File: src/rtl/slm_pkg.sv
package slm_pkg;

  localparam int KEEP_MAX = 64;

  function automatic bit width_ok(input int w);
    return (w == 8) || (w == 16) || (w == 32) || (w == 64) ||
           (w == 128) || (w == 256) || (w == 512);
  endfunction

  function automatic int unsigned ones64(input logic [KEEP_MAX-1:0] v);
    int unsigned n;
    n = 0;
    for (int i = 0; i < KEEP_MAX; i++) begin
      n += {31'd0, v[i]};
    end
    return n;
  endfunction

endpackage

File: src/rtl/slm_keep_check.sv
module slm_keep_check #(
  parameter int KEEP_W = 4,
  parameter int OW     = 3
) (
  input  logic [KEEP_W-1:0] keep,
  output logic              full,
  output logic              low_run,
  output logic [OW-1:0]     ones
);
  logic [KEEP_W-1:0] keep_inc;
  int unsigned       cnt;

  always_comb begin
    keep_inc = keep + 1'b1;
    full     = &keep;
    low_run  = (keep != '0) && ((keep & keep_inc) == '0);
    cnt      = slm_pkg::ones64(slm_pkg::KEEP_MAX'(keep));
    ones     = OW'(cnt);
  end
endmodule

File: src/rtl/slm_byte_acc.sv
module slm_byte_acc #(
  parameter int CNT_W  = 32,
  parameter int KEEP_W = 4,
  parameter int OW     = 3
) (
  input  logic             clk,
  input  logic             rst_n,
  input  logic             beat,
  input  logic             last,
  input  logic [OW-1:0]    ones,
  output logic             fin,
  output logic [CNT_W-1:0] total
);
  localparam logic [CNT_W:0] MAXV = {1'b0, {CNT_W{1'b1}}};
  localparam logic [CNT_W:0] BPB  = (CNT_W+1)'(KEEP_W);

  logic [CNT_W-1:0] run_q;
  logic [CNT_W:0]   add_amt;
  logic [CNT_W:0]   sum_w;
  logic [CNT_W-1:0] sat_w;

  always_comb begin
    add_amt = last ? (CNT_W+1)'(ones) : BPB;
    sum_w   = {1'b0, run_q} + add_amt;
    sat_w   = (sum_w > MAXV) ? MAXV[CNT_W-1:0] : sum_w[CNT_W-1:0];
  end

  always_ff @(posedge clk) begin
    if (!rst_n) begin
      run_q <= '0;
      fin   <= 1'b0;
      total <= '0;
    end else begin
      fin <= beat && last;
      if (beat) begin
        if (last) begin
          total <= sat_w;
          run_q <= '0;
        end else begin
          run_q <= sat_w;
        end
      end
    end
  end
endmodule

File: src/rtl/slm_tag_err.sv
module slm_tag_err #(
  parameter int TAG_W = 8
) (
  input  logic             clk,
  input  logic             rst_n,
  input  logic             beat,
  input  logic             last,
  input  logic             full,
  input  logic             low_run,
  input  logic [TAG_W-1:0] tag_in,
  output logic [TAG_W-1:0] tag_out,
  output logic             err_mid,
  output logic             err_last
);
  logic             in_xfer;
  logic [TAG_W-1:0] tag_run;
  logic [TAG_W-1:0] tag_cur;

  always_comb tag_cur = in_xfer ? tag_run : tag_in;

  always_ff @(posedge clk) begin
    if (!rst_n) begin
      in_xfer  <= 1'b0;
      tag_run  <= '0;
      tag_out  <= '0;
      err_mid  <= 1'b0;
      err_last <= 1'b0;
    end else if (beat) begin
      if (last) begin
        in_xfer <= 1'b0;
        tag_out <= tag_cur;
        if (!low_run) err_last <= 1'b1;
      end else begin
        in_xfer <= 1'b1;
        tag_run <= tag_cur;
        if (!full) err_mid <= 1'b1;
      end
    end
  end
endmodule

File: src/rtl/stream_len_monitor.sv
module stream_len_monitor #(
  parameter int DATA_W = 64,
  parameter int CNT_W  = 32,
  parameter int TAG_W  = 8,
  localparam int KEEP_W = DATA_W / 8,
  localparam int OW     = $clog2(KEEP_W + 1)
) (
  input  logic              clk,
  input  logic              rst_n,
  input  logic              s_valid,
  output logic              s_ready,
  input  logic [DATA_W-1:0] s_data,
  input  logic [KEEP_W-1:0] s_keep,
  input  logic              s_last,
  input  logic [TAG_W-1:0]  s_tag,
  output logic              m_valid,
  input  logic              m_ready,
  output logic [DATA_W-1:0] m_data,
  output logic [KEEP_W-1:0] m_keep,
  output logic              m_last,
  output logic              done,
  output logic [CNT_W-1:0]  done_bytes,
  output logic [TAG_W-1:0]  done_tag,
  output logic              err_mid_keep,
  output logic              err_last_keep
);
  generate
    if (!slm_pkg::width_ok(DATA_W)) begin : g_bad_width
      $error("stream_len_monitor: DATA_W must be 8,16,32,64,128,256 or 512");
    end
    if (CNT_W < OW) begin : g_bad_cnt
      $error("stream_len_monitor: CNT_W too narrow for one beat");
    end
  endgenerate

  logic          beat;
  logic          k_full;
  logic          k_run;
  logic [OW-1:0] k_ones;

  always_comb begin
    m_valid = s_valid;
    m_data  = s_data;
    m_keep  = s_keep;
    m_last  = s_last;
    s_ready = m_ready;
    beat    = s_valid && m_ready;
  end

  slm_keep_check #(.KEEP_W(KEEP_W), .OW(OW)) u_keep (
    .keep    (s_keep),
    .full    (k_full),
    .low_run (k_run),
    .ones    (k_ones)
  );

  slm_byte_acc #(.CNT_W(CNT_W), .KEEP_W(KEEP_W), .OW(OW)) u_acc (
    .clk   (clk),
    .rst_n (rst_n),
    .beat  (beat),
    .last  (s_last),
    .ones  (k_ones),
    .fin   (done),
    .total (done_bytes)
  );

  slm_tag_err #(.TAG_W(TAG_W)) u_tag (
    .clk      (clk),
    .rst_n    (rst_n),
    .beat     (beat),
    .last     (s_last),
    .full     (k_full),
    .low_run  (k_run),
    .tag_in   (s_tag),
    .tag_out  (done_tag),
    .err_mid  (err_mid_keep),
    .err_last (err_last_keep)
  );
endmodule

File: config.mk
export PLATFORM = sky130hd
export DESIGN_NAME = stream_len_monitor
export DESIGN_NICKNAME = d
export VERILOG_FILES = /design/src/rtl/slm_pkg.sv /design/src/rtl/slm_keep_check.sv /design/src/rtl/slm_byte_acc.sv /design/src/rtl/slm_tag_err.sv /design/src/rtl/stream_len_monitor.sv
export SDC_FILE = /design/constraint.sdc
export NUM_CORES = 1
export LEC_CHECK = 0
export BUFFER_PORTS_ARGS = -buffer_cell sky130_fd_sc_hd__buf_2
export CAP_MARGIN = 20
export CORE_MARGIN = 3
export CORE_UTILIZATION = 40
export DETAILED_ROUTE_END_ITERATION = 6
export PLACE_DENSITY_LB_ADDON = 0.08
export SYNTH_ARGS = -nofsm -noshare
export SYNTH_HDL_FRONTEND = slang
export SYNTH_HIERARCHICAL = 1
export SYNTH_SLANG_ARGS = --single-unit
File: constraint.sdc
create_clock -name clk -period 6.8 [get_ports clk]
set_clock_uncertainty 0.2 [all_clocks]
set_input_delay 1.7 -clock clk [delete_from_list [all_inputs] [get_ports clk]]
set_output_delay 1.7 -clock clk [all_outputs]
set_load 0.02 [all_outputs]
=== After elaboration in Yosys (flattened, before gate mapping) ===
Cells that the tools add are included.

* Flip-flop bits (word level): 84
* Input port bits: 85
* Output and inout port bits: 118
* Word-level logic and storage cells: 37

* Add/sub/neg operators: 9
* Order comparisons: 1
* Mux-type cells: 5
* Bitwise operators: 4
* Reductions and logical operators: 10

{| class="wikitable"
|+ Operators with widths
! kind !! number
|-
| 32-bit two-way mux || 2
|-
| 32-bit by 33-bit adder with 33-bit output || 1
|-
| 33-bit by 32-bit greater-than comparator with 1-bit output (second input constant) || 1
|-
| 4-bit by 1-bit adder with 4-bit output || 6
|-
| 8-bit by 1-bit adder with 8-bit output (second input constant) || 1
|-
| 8-bit bitwise AND || 1
|-
| 8-bit logical NOT || 1
|-
| 8-bit two-way mux || 1
|-
| 8-bit AND reduction || 1
|-
| 8-bit nonzero test || 1
|-
| 3-bit AND reduction || 2
|-
| 4-bit two-way mux || 1
|-
| 2-bit AND reduction || 2
|-
| 1-bit logical AND || 3
|-
| 1-bit inverter || 3
|-
| 1-bit by 1-bit adder with 2-bit output || 1
|-
| 1-bit two-way mux || 1
|}

=== Longest topological paths before layout ===
* Depth in word-level cells: 12
* Gate-level depth with buffers: 18
* Depth with buffers taken out: 17

=== Cells and area by module ===
The synthesis kept the hierarchy.

{| class="wikitable"
|+ Modules (own cells, without submodules)
! module !! instances !! cells each !! area each (um^2) !! sequential area each (um^2)
|-
| slm_byte_acc || 1 || 413 || 3397.0 || 1301.2
|-
| slm_tag_err || 1 || 71 || 783.3 || 380.4
|-
| stream_len_monitor || 1 || 76 || 569.3 || 0.0
|-
| slm_keep_check || 1 || 38 || 302.8 || 0.0
|}

=== Worst setup path after synthesis ===
Ideal clock, no wire load.

* Kind: input-to-reg
* Start point: input port s_keep[0]
* End point: register u_acc.run_q[24]
* Setup time: 0.117 ns
* Arrival: 5.679 ns
* Required time: 6.483 ns
* Path slack: 0.805 ns
* Cell stages on the path: 16
* Path buffers: 0
* Cell sequence: fa_1 -> inv_1 -> fa_1 -> fa_1 -> inv_1 -> ha_1 -> inv_1 -> fa_1 -> inv_1 -> nand2_1 -> fa_1 -> nand2b_1 -> a21o_1 -> or4_4 -> a21o_1 -> a22o_1

* Cells in the longest elaborated chain, start to end: 12

{| class="wikitable"
|+ RTL lines
! item !! line !! text
|-
| start: declaration || stream_len_monitor.sv:13 || <nowiki>input logic [KEEP_W-1:0] s_keep,</nowiki>
|-
| 1-bit by 1-bit adder with 2-bit output (*) || slm_pkg.sv:14 || <nowiki>n += {31'd0, v[i]};</nowiki>
|-
| 4-bit by 1-bit adder with 4-bit output (*) (6 in series) || slm_pkg.sv:14 ||
|-
| named net k_ones[1] || stream_len_monitor.sv:39 || <nowiki>logic [OW-1:0] k_ones;</nowiki>
|-
| 4-bit two-way mux (*) || slm_byte_acc.sv:23 || <nowiki>add_amt = last ? (CNT_W+1)'(ones) : BPB;</nowiki>
|-
| 32-bit by 33-bit adder with 33-bit output (*) || slm_byte_acc.sv:24 || <nowiki>sum_w = {1'b0, run_q} + add_amt;</nowiki>
|-
| 33-bit by 32-bit greater-than comparator with 1-bit output || slm_byte_acc.sv:25 || <nowiki>sat_w = (sum_w > MAXV) ? MAXV[CNT_W-1:0] : sum_w[CNT_W-1:0];</nowiki>
|-
| 32-bit two-way mux (*) || slm_byte_acc.sv:25 ||
|-
| 32-bit two-way mux (*) || slm_byte_acc.sv:36 || <nowiki>if (last) begin</nowiki>
|-
| end signal: assignment || slm_byte_acc.sv:40 || <nowiki>run_q <= sat_w;</nowiki>
|-
| end: declaration || slm_byte_acc.sv:17 || <nowiki>logic [CNT_W-1:0] run_q;</nowiki>
|}

The timed path passes the listed nets; every way through them passes the cells marked *.
A chain may end at the register's enable or synchronous reset.

=== Worst setup path in the final report ===
Ends and elaborated chain as after synthesis.

==> impl_metrics.csv <==
group,metric,value,unit
timing,rsz0062_at_grt,"false",
clock_tree,cts_buffers,9,
outcome,status,"finished, final reports clean",
route,wl_per_cell,16.6,um
floorplan,pin_count,203,
timing,tightest_slew,1.03,ns
clock_tree,clk_pin_slew_worst_paths,0.06,ns
floorplan,fp-row-count,40,
setup_path,worst-setup-path-type,"input port to flip-flop",
timing,final_max_slew_viol_count,0,
floorplan,start_util,41.5,%
clock_tree,cts_root_buf,"clkbuf_16",
yosys,yosysWarnings,6,
final_layout,drive_gt1_share,19.7,%
yosys,async_flop_share,0,%
route,route.detailed.drc,0,
grt,grt_max_degree,36,
clock_tree,post_cts_buffers,0,
timing,setup_violations,0,
timing,tns,0,ns
route,drt_iter0_markers,247,
floorplan,die_area,14000,um^2
final_layout,num-nets-final,685,
setup_path,startpoint_type,"input port",
route,first_pass_iters,5,
place,dp_hpwl,8.79,mm
setup_path,max_stage_delay,0.55,ns
route,vias,4105,
clock_tree,cts_htree_levels,3,
place,gp_congestion,0.849,
setup_path,path_buf_inv,5,
timing,hold_viol_final,0,
clock_tree,cts_tree,"done",
yosys,ys.flop_type,"dfxtp_1",
timing,timing.final.crit_share,89.3,%
power,cellLeakagePower,0.00211,uW
floorplan,core_area,12200,um^2
yosys,synthTopCellsByArea,"dfxtp_1 (33%), buf_4 (11%), o21ai_0 (5.3%)",
clock_tree,insertion_delay,0.34,ns
clock_tree,ctsHoldBuffers,0,
final_layout,area_delta_synth_final,4.53,%
yosys,synth.largest_area_cell,"dfxtp_1",
timing,period_needed,6.07,ns
setup_path,crit_required,6.83,ns
route,drtAntennaViolNets,0,
yosys,yosys_register_bits,84,
yosys,syn_inst,598,
grt,overflow,0,
setup_path,end_kind,"flip-flop",
yosys,synth_top_area_share,33.3,%
final_layout,num-fill-cells,1256,
power,vdd_drop_max,133,uV
final_layout,fin_area,5280,um^2
yosys,synthDistinctLibCells,65,
route,drt_wl_total,12.6,mm
grt,grt_first_pass_wirelength,20.3,mm
timing,fmax,165,MHz
grt,grt_pass1_vias,3890,
clock_tree,clockBufferDepth,2,
floorplan,die_x,118,um
timing,relSlewSlack,30.8,%
floorplan,die_y,118,um
job,drv_cap,0,
final_layout,diodes,0,
yosys,postSynthAreaPerCell,8.45,um^2
final_layout,multi_input_area,2520,um^2
setup_path,crit_path_cell_trace,"buf_2 -> fa_1 -> inv_1 -> fa_1 -> fa_1 -> inv_1 -> ha_1 -> inv_1 -> fa_1 -> inv_1 -> nand2_1 -> fa_1 -> nand2b_1 -> a21o_1 -> or4_4 -> a21o_1 -> a22o_1",
setup_path,path_delay_family,"adder cells",
clock_tree,cts_resized,0,
yosys,netlist_area,5050,um^2
place,port_buffers,74,
setup_path,critPathMaxFanout,6,
worst_hold_path,hp-class,"flip-flop to flip-flop",
timing,hold_slack,0.260,ns
grt,grt_use_total,17.9,%
route,via_per_inst,5.42,
setup_path,arrival,6.11,ns
yosys,ys_seq_area_share,33.3,%
place,place_area,4950,um^2
grt,antenna_found_initial,0,
power,powerDensity,219,nW/um^2
yosys,syn_nets,698,
setup_path,r2r_slack,4.07,ns
yosys,synth-edff-count,0,
final_layout,seqCellArea,1680,um^2
setup_path,cp_common_cell,"fa_1",
clock_tree,numClockSinks,84,
setup_path,crit_path_top_delay_cell,"or4_4",
## sequential cells by signal, summed over array words and instances (netlist names)
register        cells
u_acc/run_q        32
u_acc/total        32
u_tag/tag_out       8
u_tag/tag_run       8
u_acc/fin           1
u_tag/err_last      1
u_tag/err_mid       1
u_tag/in_xfer       1
## final cells by class
cell class,instances,share of cell area (%)
Timing Repair Buffer,86,8.93
Clock buffer,9,4.26
Tap cell,168,3.98
Clock inverter,7,1.42
Multi-Input combinational cell,378,47.7
Inverter,26,1.85
Sequential cell,84,31.8
## path summary, 6_finish.rpt
| check | start | to | depth (start not counted) |
|---|---|---|---|
| min | u_tag/tag_run[3] | u_tag/tag_run[3] | 2 |
| max | s_keep[0] | u_acc/run_q[24] | 17 |
| min reg2reg | u_tag/tag_run[3] | u_tag/tag_run[3] | 2 |
| max reg2reg | u_acc/run_q[0] | u_acc/run_q[24] | 8 |
## layout by cell type, fill, tap and decap left out, types with 7 or more instances in the layout
master	synthesis	final
a31oi_1	7	7
nor2_1	25	25
buf_2	10	74
xnor2_1	15	15
buf_4	77	10
clkbuf_16	0	9
o21ai_0	53	53
nor4_1	7	7
nand3_1	20	20
a21oi_1	39	39
nand2_1	42	42
o2bb2ai_1	8	8
nand4_1	11	11
nor3_1	13	13
and3_1	11	11
ha_1	10	10
xor2_1	10	10
dfxtp_1	84	84
a21o_1	8	8
inv_1	25	25
mux2i_1	18	18
## layer usage
metal / share of wire (%) / track usage, % / routed length (um)
met3: 6.1 / 5.17 / 766
met4: 1.2 / 4.85 / 157
met1: 48 / 24.3 / 6090
met5: 0 / 0 / 0
met2: 44 / 28.0 / 5580
## synthesized netlist by cell type, types with 10 or more instances
cell type,n
inv_1,25
and3_1,11
xor2_1,10
ha_1,10
buf_2,10
buf_4,77
a21oi_1,39
clkbuf_1,17
nand3_1,20
dfxtp_1,84
o21ai_0,53
xnor2_1,15
nand2_1,42
mux2i_1,18
nor3_1,13
nor2_1,25
nand4_1,11
## where the power goes
group | total (uW) | switching, uW | internal, uW
clock | 493 | 207 | 286
combinational | 148 | 93.1 | 55.2
sequential | 515 | 8.19 | 506
## metrics by stage
step                      utilization, %  total power [uW]  worst slack (ns)  cells
after floorplan                        -               686             0.805    598
after global placement              40.7               673             0.414    740
after detailed placement            40.7               674             0.348    740
after CTS                           43.2              1170             0.709    756
after global routing                43.4              1210             0.504    758
final                               43.4              1160             0.725    758
## kinds of logic (layout without fill, tap and decap cells)
group / after synthesis / in the layout / synth area share [%]
AOI/OAI and AO/OA: 153 / 153 / 19.0
muxes: 18 / 18 / 3.57
and+or+nand+nor: 167 / 167 / 18.5
DFF: 84 / 84 / 33.3
adders and majority gates: 15 / 15 / 4.46
xor gates and xnor gates: 25 / 25 / 4.33
buffers and inverters: 136 / 128 / 16.8
## tightest hold or removal path: stages (launching register included)
cell	delay, ns
dfxtp_1	0.31
nand2_1	0.05
mux2i_1	0.05
(Power assumes the default switching activity.)
